--- config.mk ---
export PLATFORM = sky130hd
export DESIGN_NAME = line_irq_ctrl
export DESIGN_NICKNAME = d
export VERILOG_FILES = /design/src/rtl/lic_pkg.sv /design/src/rtl/lic_sync.sv /design/src/rtl/lic_detect.sv /design/src/rtl/lic_regs.sv /design/src/rtl/line_irq_ctrl.sv
export SDC_FILE = /design/constraint.sdc
export NUM_CORES = 1
export LEC_CHECK = 0
export BUFFER_PORTS_ARGS = -buffer_cell sky130_fd_sc_hd__buf_2
export CELL_PAD_IN_SITES_DETAIL_PLACEMENT = 1
export CELL_PAD_IN_SITES_GLOBAL_PLACEMENT = 2
export CORE_MARGIN = 8
export CORE_UTILIZATION = 15
export CTS_CLUSTER_SIZE = 10
export DETAILED_ROUTE_END_ITERATION = 8
export HOLD_SLACK_MARGIN = 0.06
export MAX_ROUTING_LAYER = met4
export PLACE_DENSITY = 0.86
export SLEW_MARGIN = 30
export SYNTH_ARGS = -nofsm -noshare
export SYNTH_HDL_FRONTEND = slang
export SYNTH_SLANG_ARGS = --single-unit
export TNS_END_PERCENT = 1
--- constraint.sdc ---
create_clock -name clk -period 1.04 [get_ports clk]
set_clock_uncertainty 0.05 [all_clocks]
set_input_delay 0.052 -clock clk [delete_from_list [all_inputs] [get_ports clk]]
set_output_delay 0.052 -clock clk [all_outputs]
set_load 0.005 [all_outputs]
--- src/rtl/lic_pkg.sv ---
package lic_pkg;

  typedef enum logic [1:0] {
    TRIG_LVL_LO = 2'd0,
    TRIG_FALL   = 2'd1,
    TRIG_LVL_HI = 2'd2,
    TRIG_RISE   = 2'd3
  } trig_e;

  localparam int OFF_MODE   = 'h00;
  localparam int OFF_PEND   = 'h04;
  localparam int OFF_EN_LY0 = 'h08;
  localparam int OFF_EN_LY1 = 'h34;

  function automatic int en_offset(input int layout);
    return (layout == 0) ? OFF_EN_LY0 : OFF_EN_LY1;
  endfunction

  // bit 1 of the mode gives the active polarity, bit 0 marks edge modes
  function automatic logic mode_active_high(input trig_e m);
    return m[1];
  endfunction

  function automatic logic mode_is_edge(input trig_e m);
    return m[0];
  endfunction

endpackage

--- src/rtl/lic_sync.sv ---
module lic_sync #(
  parameter int  STAGES    = 2,
  parameter logic IDLE_LVL = 1'b1
) (
  input  logic clk,
  input  logic rst,
  input  logic d_i,
  output logic q_o
);
  logic [STAGES-1:0] chain;

  always_ff @(posedge clk) begin
    if (rst) begin
      chain <= {STAGES{IDLE_LVL}};
    end else begin
      chain[0] <= d_i;
      for (int i = 1; i < STAGES; i++) begin
        chain[i] <= chain[i-1];
      end
    end
  end

  assign q_o = chain[STAGES-1];
endmodule

--- src/rtl/lic_detect.sv ---
module lic_detect
  import lic_pkg::*;
#(
  parameter logic IDLE_LVL = 1'b1
) (
  input  logic  clk,
  input  logic  rst,
  input  logic  s_i,
  input  trig_e mode_i,
  output logic  evt_o
);
  logic s_prev;
  logic act_hi;
  logic lvl_hit;
  logic edge_hit;

  always_ff @(posedge clk) begin
    if (rst) s_prev <= IDLE_LVL;
    else     s_prev <= s_i;
  end

  always_comb begin
    act_hi   = mode_active_high(mode_i);
    lvl_hit  = (s_i == act_hi);
    edge_hit = (s_i == act_hi) && (s_prev != act_hi);
    evt_o    = mode_is_edge(mode_i) ? edge_hit : lvl_hit;
  end

  AST_EDGE_NEEDS_CHANGE: assert property (@(posedge clk) disable iff (rst)
    (mode_is_edge(mode_i) && evt_o) |-> (s_i != s_prev));
endmodule

--- src/rtl/lic_regs.sv ---
module lic_regs
  import lic_pkg::*;
#(
  parameter int ADDR_W = 8,
  parameter int DATA_W = 32,
  parameter int EN_OFF = OFF_EN_LY0
) (
  input  logic              clk,
  input  logic              rst,
  input  logic              wr_en_i,
  input  logic              rd_en_i,
  input  logic [ADDR_W-1:0] addr_i,
  input  logic [DATA_W-1:0] wdata_i,
  input  logic              evt_i,
  output trig_e             mode_o,
  output logic [DATA_W-1:0] rdata_o,
  output logic              irq_o
);
  localparam logic [ADDR_W-1:0] A_MODE = ADDR_W'(OFF_MODE);
  localparam logic [ADDR_W-1:0] A_PEND = ADDR_W'(OFF_PEND);
  localparam logic [ADDR_W-1:0] A_EN   = ADDR_W'(EN_OFF);

  trig_e             mode_q;
  logic              en_q;
  logic              pend_q;
  logic              irq_q;
  logic [DATA_W-1:0] rdata_q;
  logic [DATA_W-1:0] rd_mux;
  logic              hit_mode, hit_pend, hit_en, ack;
  logic              unused_wdata;

  assign unused_wdata = ^wdata_i[DATA_W-1:2];

  always_comb begin
    hit_mode = (addr_i == A_MODE);
    hit_pend = (addr_i == A_PEND);
    hit_en   = (addr_i == A_EN);
    ack      = wr_en_i && hit_pend && wdata_i[0];
    rd_mux   = '0;
    if (hit_mode)      rd_mux[1:0] = mode_q;
    else if (hit_pend) rd_mux[0]   = pend_q;
    else if (hit_en)   rd_mux[0]   = en_q;
  end

  always_ff @(posedge clk) begin
    if (rst) begin
      mode_q  <= TRIG_LVL_LO;
      en_q    <= 1'b0;
      pend_q  <= 1'b0;
      irq_q   <= 1'b0;
      rdata_q <= '0;
    end else begin
      if (wr_en_i && hit_mode) mode_q <= trig_e'(wdata_i[1:0]);
      if (wr_en_i && hit_en)   en_q   <= wdata_i[0];
      pend_q  <= (pend_q && !ack) || evt_i;
      irq_q   <= pend_q && en_q;
      rdata_q <= rd_en_i ? rd_mux : '0;
    end
  end

  assign mode_o  = mode_q;
  assign rdata_o = rdata_q;
  assign irq_o   = irq_q;

  AST_ACK_CLEARS: assert property (@(posedge clk) disable iff (rst)
    (ack && !evt_i) |=> !pend_q);
  AST_EVT_NOT_LOST: assert property (@(posedge clk) disable iff (rst)
    evt_i |=> pend_q);
  AST_MASKED_QUIET: assert property (@(posedge clk) disable iff (rst)
    !en_q |=> !irq_o);
  AST_IDLE_RDATA: assert property (@(posedge clk) disable iff (rst)
    !rd_en_i |=> (rdata_o == '0));
endmodule

--- src/rtl/line_irq_ctrl.sv ---
module line_irq_ctrl
  import lic_pkg::*;
#(
  parameter int   ADDR_W      = 8,
  parameter int   DATA_W      = 32,
  parameter int   LAYOUT      = 0,
  parameter int   SYNC_STAGES = 2,
  parameter logic IDLE_LVL    = 1'b1
) (
  input  logic              clk,
  input  logic              rst,
  input  logic              line_i,
  input  logic              wr_en_i,
  input  logic              rd_en_i,
  input  logic [ADDR_W-1:0] addr_i,
  input  logic [DATA_W-1:0] wdata_i,
  output logic [DATA_W-1:0] rdata_o,
  output logic              irq_o
);
  localparam int EN_OFF = en_offset(LAYOUT);

  logic  line_s;
  logic  evt;
  trig_e mode;

  lic_sync #(.STAGES(SYNC_STAGES), .IDLE_LVL(IDLE_LVL)) u_sync (
    .clk(clk), .rst(rst), .d_i(line_i), .q_o(line_s)
  );

  lic_detect #(.IDLE_LVL(IDLE_LVL)) u_detect (
    .clk(clk), .rst(rst), .s_i(line_s), .mode_i(mode), .evt_o(evt)
  );

  lic_regs #(.ADDR_W(ADDR_W), .DATA_W(DATA_W), .EN_OFF(EN_OFF)) u_regs (
    .clk(clk), .rst(rst), .wr_en_i(wr_en_i), .rd_en_i(rd_en_i),
    .addr_i(addr_i), .wdata_i(wdata_i), .evt_i(evt), .mode_o(mode),
    .rdata_o(rdata_o), .irq_o(irq_o)
  );
endmodule

# [Yosys cells after proc, flatten, opt, wreduce, memory -nomap -nowiden]
# Index checks and enable logic that the tools add are counted.
[op_classes] eq_ne=4 mux=4 bitwise=2 reduce_logical=12
[op_table] cell="== test 8 x 3 -> 1 bit, second input constant" n=1
[op_table] cell="== test 8 x 4 -> 1 bit, second input constant" n=1
[op_table] cell="zero test 8 bit" n=1
[op_table] cell="logical AND 1 bit" n=7
[op_table] cell="2-to-1 mux 1 bit" n=4
[op_table] cell="OR reduction 3 bit" n=1
[op_table] cell="NOT 1 bit" n=2
[op_table] cell="OR reduction 2 bit" n=1
[op_table] cell="== test 1 bit" n=1
[op_table] cell="zero test 1 bit" n=1
[op_table] cell="logical OR 1 bit" n=1
[op_table] cell="inequality test 1 bit" n=1
[word_totals] regBits=40 elab_cells=31

# [Longest topological paths before layout]
[logic_depth] depth_word=6 mapped_depth=3 ltp_nobuf=3

# [Hierarchy]
# A second synthesis with hierarchy kept.
[hier_totals] cells_unflattened=76 hier_area_um2=676.9
[modules_own_cells] module="lic_regs" instances=1 cells_per_inst=66 area_each_um2=571.8
[modules_own_cells] module="lic_detect" instances=1 cells_per_inst=6 area_each_um2=52.6
[modules_own_cells] module="lic_sync" instances=1 cells_per_inst=4 area_each_um2=52.6

# [Least setup slack after synthesis]
# Ideal clock, no wire load.
[synth_path] path_kind="register to register" startpoint="register u_regs.mode_q[1], in the netlist u_regs.mode_o[1]" endpoint="register u_regs.pend_q" arrival_ns=0.780 path_slack_ns=0.123 stages_incl_launch_ff=4 synth_period_minus_slack_ns=0.917 cell_sequence="dfxtp_1 > xor2_1 > a211o_1 > o31ai_1"
[synth_via] elab_chain_len=4
[synth_rtl] item="from (decl)" line_no="lic_regs.sv:23" rtl="trig_e mode_q;"
[synth_rtl] item="from (signal assigned)" line_no="lic_regs.sv:53" rtl="if (wr_en_i && hit_mode) mode_q <= trig_e'(wdata_i[1:0]);"
[synth_rtl] item="== test 1 bit / inequality test 1 bit (equally long branches)" line_no="lic_detect.sv:24, lic_detect.sv:25"
[synth_rtl] item="logical AND 1 bit" line_no="lic_detect.sv:25" rtl="edge_hit = (s_i == act_hi) && (s_prev != act_hi);"
[synth_rtl] item="2-to-1 mux 1 bit *" line_no="lic_detect.sv:26" rtl="evt_o = mode_is_edge(mode_i) ? edge_hit : lvl_hit;"
[synth_rtl] item="logical OR 1 bit *" line_no="lic_regs.sv:55" rtl="pend_q <= (pend_q && !ack) || evt_i;"
[synth_rtl] item="to (signal assigned)" line_no="lic_regs.sv:55"
[synth_rtl] item="to (decl)" line_no="lic_regs.sv:25" rtl="logic pend_q;"
# Every way passes the cells marked *; elsewhere a longest branch is shown, timed or not.
# A chain may end at the register's enable or synchronous reset.

# [Final worst setup path]
# Ends and elaborated chain as after synthesis.

==> impl_metrics.json <==
{
  "drv_cap": 0,
  "cts.repair.resized": 0,
  "path_buf_inv": 0,
  "synth_warnings": 0,
  "htree_levels": 1,
  "cts_setup_buffers": 0,
  "cp_max_fo": 4,
  "finalSetupTns_ns": 0,
  "ir_drop_v": 0.0002601,
  "insertion_delay_ns": 0.23,
  "status": "finished clean",
  "hold_depth": 3,
  "rsz0062_at_grt": "no",
  "vias_per_cell": 3.135,
  "r2r_slack_ns": 0.07,
  "drv_slew": 0,
  "dr.pass1.iters": 2,
  "root_buffer": "clkbuf_8",
  "grt_usage_pct": 4.598,
  "hold_class": "input pin to register",
  "final_common_cell": "conb_1",
  "min_period_over_period_pct": 93.55,
  "gp_congestion": 0.7498,
  "design_area_um2": 785.8,
  "fin_crit_ns": 0.9729,
  "rr_startpoint": "u_regs.mode_o[1]$_SDFFE_PP0P_",
  "synthCells": 74,
  "postSynthAreaPerCell_um2": 9.181,
  "fin_util_pct": 18.05,
  "io_buffers": 17,
  "path_delay_family": "flip-flops",
  "ys_types": 25,
  "antenna_left": 0,
  "cts_tree": "built",
  "hold_end": "u_regs.en_q$_SDFFE_PP0P_",
  "netlist_area_um2": 679.4,
  "final_cell_mix": "conb_1 (30), buf_2 (17), dfxtp_1 (10)",
  "syn_to_final_growth_pct": 15.65,
  "start_util_pct": 15.60,
  "nets": 143,
  "vias": 464,
  "max_freq_mhz": 1028,
  "cts_buffers": 3,
  "core_area_mm2": 0.004354,
  "crit_path_start_kind": "register",
  "p_leak_nw": 0.3663,
  "reg2reg_depth": 3,
  "fin_cells": 148,
  "hold_violations": 0,
  "dieArea_mm2": 0.006939,
  "setup_viol": 0,
  "min_from": "wdata_i[0]",
  "place_hpwl_mm": 1.312,
  "grt_pass1_vias": 596,
  "cts.path.max_buffers": 2,
  "drive_gt1_share_pct": 30.21,
  "fp-row-count": 24,
  "worstPathRequired_ns": 1.13,
  "path_class": "register to register",
  "hold_buffers": 2,
  "antenna_cells": 0,
  "clock-sinks": 10,
  "cp_slowest_cell": "dfxtp_1",
  "antenna_found_initial": 0,
  "power_density_mw_per_mm2": 1136,
  "grt_pass1_wl_mm": 2.546,
  "path_cells": "xor2_1 > a211o_1 > o31ai_1",
  "initialDrtViolationCount": 30,
  "max_stage_delay_ns": 0.34,
  "route.detailed.drc": 0,
  "cts.clk_slew.worst_paths_ns": 0.04,
  "ys_seq_elements": 10,
  "place_area_um2": 724.4,
  "ys_seq_area_share_pct": 29.47,
  "cp-end-kind": "register",
  "pin_count": 78,
  "die_w_um": 83.30,
  "wire_per_inst_um": 10.28,
  "die_h_um": 83.30,
  "finalWirelength_mm": 1.521,
  "crit_arrival_ns": 1.06,
  "grt_max_degree": 12,
  "rr_endpoint": "u_regs.pend_q$_SDFF_PP0_",
  "dp_cells": 143,
  "overflow": 0
}
## kinds of logic after synthesis
group                  synth area share (%)
XOR/XNOR                              2.579
AND/OR/NAND/NOR                       25.42
flip-flops                            29.47
other                                0.5520
buffers and inverters                 34.25
AO/OA/AOI/OAI                         3.316
multiplexers                          4.420
## metal layers
layer	vias up	routed length [µm]	GRT usage [%]
met4	0	29	3.834
met2	26	781	7.638
met1	207	604	4.087
met3	2	106	1.758
met5	-	0	-
li1	229	-	-
## state kept, by name, indices dropped and copies added, names as in the netlist
register and cells:
u_regs.irq_o 1, u_regs.pend_q 1, u_regs.en_q 1, u_sync.chain 2
u_detect.s_prev 1, u_regs.rdata_o 2, u_regs.mode_o 2
## cells in the mapped netlist, drive strengths merged
library cell	instances	area [µm²]
xor2	1	8.760
o22ai	1	6.260
nor3b	1	7.510
xnor2	1	8.760
inv	1	3.750
conb	1	3.750
and3	1	11.26
clkbuf	1	3.750
nor2b	3	18.77
mux2i	3	30.03
a211o	1	8.760
o31ai	1	7.510
and3b	1	8.760
buf	30	225.2
nor4	2	33.78
or2	3	18.77
nand2b	5	31.28
dfxtp	10	200.2
nand3	1	5.000
and4	2	18.77
nand4	1	6.260
nor2	2	7.510
nor3	1	5.000
## final cells by class
cell class | instances | area, µm²
fill | 527 | 3568
multi-input combinational | 61 | 355.3
sequential | 10 | 200.2
timing repair buffer | 21 | 120.1
tap | 52 | 65.06
clock buffer | 3 | 41.29
inverter | 1 | 3.754
## stage by stage
step / setup WS [ns] / total power, W / hold WS (ns)
finish: 0.06707 / 0.0008927 / 0.08245
global route: 0.008570 / 0.0009520 / 0.1034
CTS: 0.05215 / 0.0009066 / 0.08458
detailed placement: -0.07112 / 0.0005053 / 0.1919
global placement: -0.03916 / 0.0005044 / 0.1912
floorplan: 0.1231 / 0.0005373 / 0.1058
## how the worst max path moves through the flow
stage,startpoint,end,slack (ns),cells past startpoint
4_1_cts,u_regs.mode_o[1]$_SDFFE_PP0P_,u_regs.pend_q$_SDFF_PP0_,0.05,3
3_5_place_dp,addr_i[5],u_regs.mode_o[0]$_SDFFE_PP0P_,-0.07,4
6_report,u_regs.mode_o[1]$_SDFFE_PP0P_,u_regs.pend_q$_SDFF_PP0_,0.07,3
2_1_floorplan,u_regs.mode_o[1]$_SDFFE_PP0P_,u_regs.pend_q$_SDFF_PP0_,0.12,3
3_3_place_gp,addr_i[5],u_regs.mode_o[1]$_SDFFE_PP0P_,-0.04,4
5_1_grt,u_regs.mode_o[1]$_SDFFE_PP0P_,u_regs.pend_q$_SDFF_PP0_,0.009,3
## report_power, final
| part | switching (W) | leakage [nW] | total [W] | internal, W |
|---|---|---|---|---|
| Combinational | 0.0000674 | 0.263 | 0.000114 | 0.0000467 |
| Sequential | 0.00000245 | 0.0813 | 0.000394 | 0.000392 |
| Clock | 0.000133 | 0.0216 | 0.000384 | 0.000252 |
## worst register-to-register path, delay by kind of cell (launching register included)
family / cells / cell delay (ns)
DFF: 1 / 0.34
xor gates and xnor gates: 1 / 0.17
AOI/OAI and AO/OA: 2 / 0.33
No activity file was read; power rests on OpenSTA's default activity.
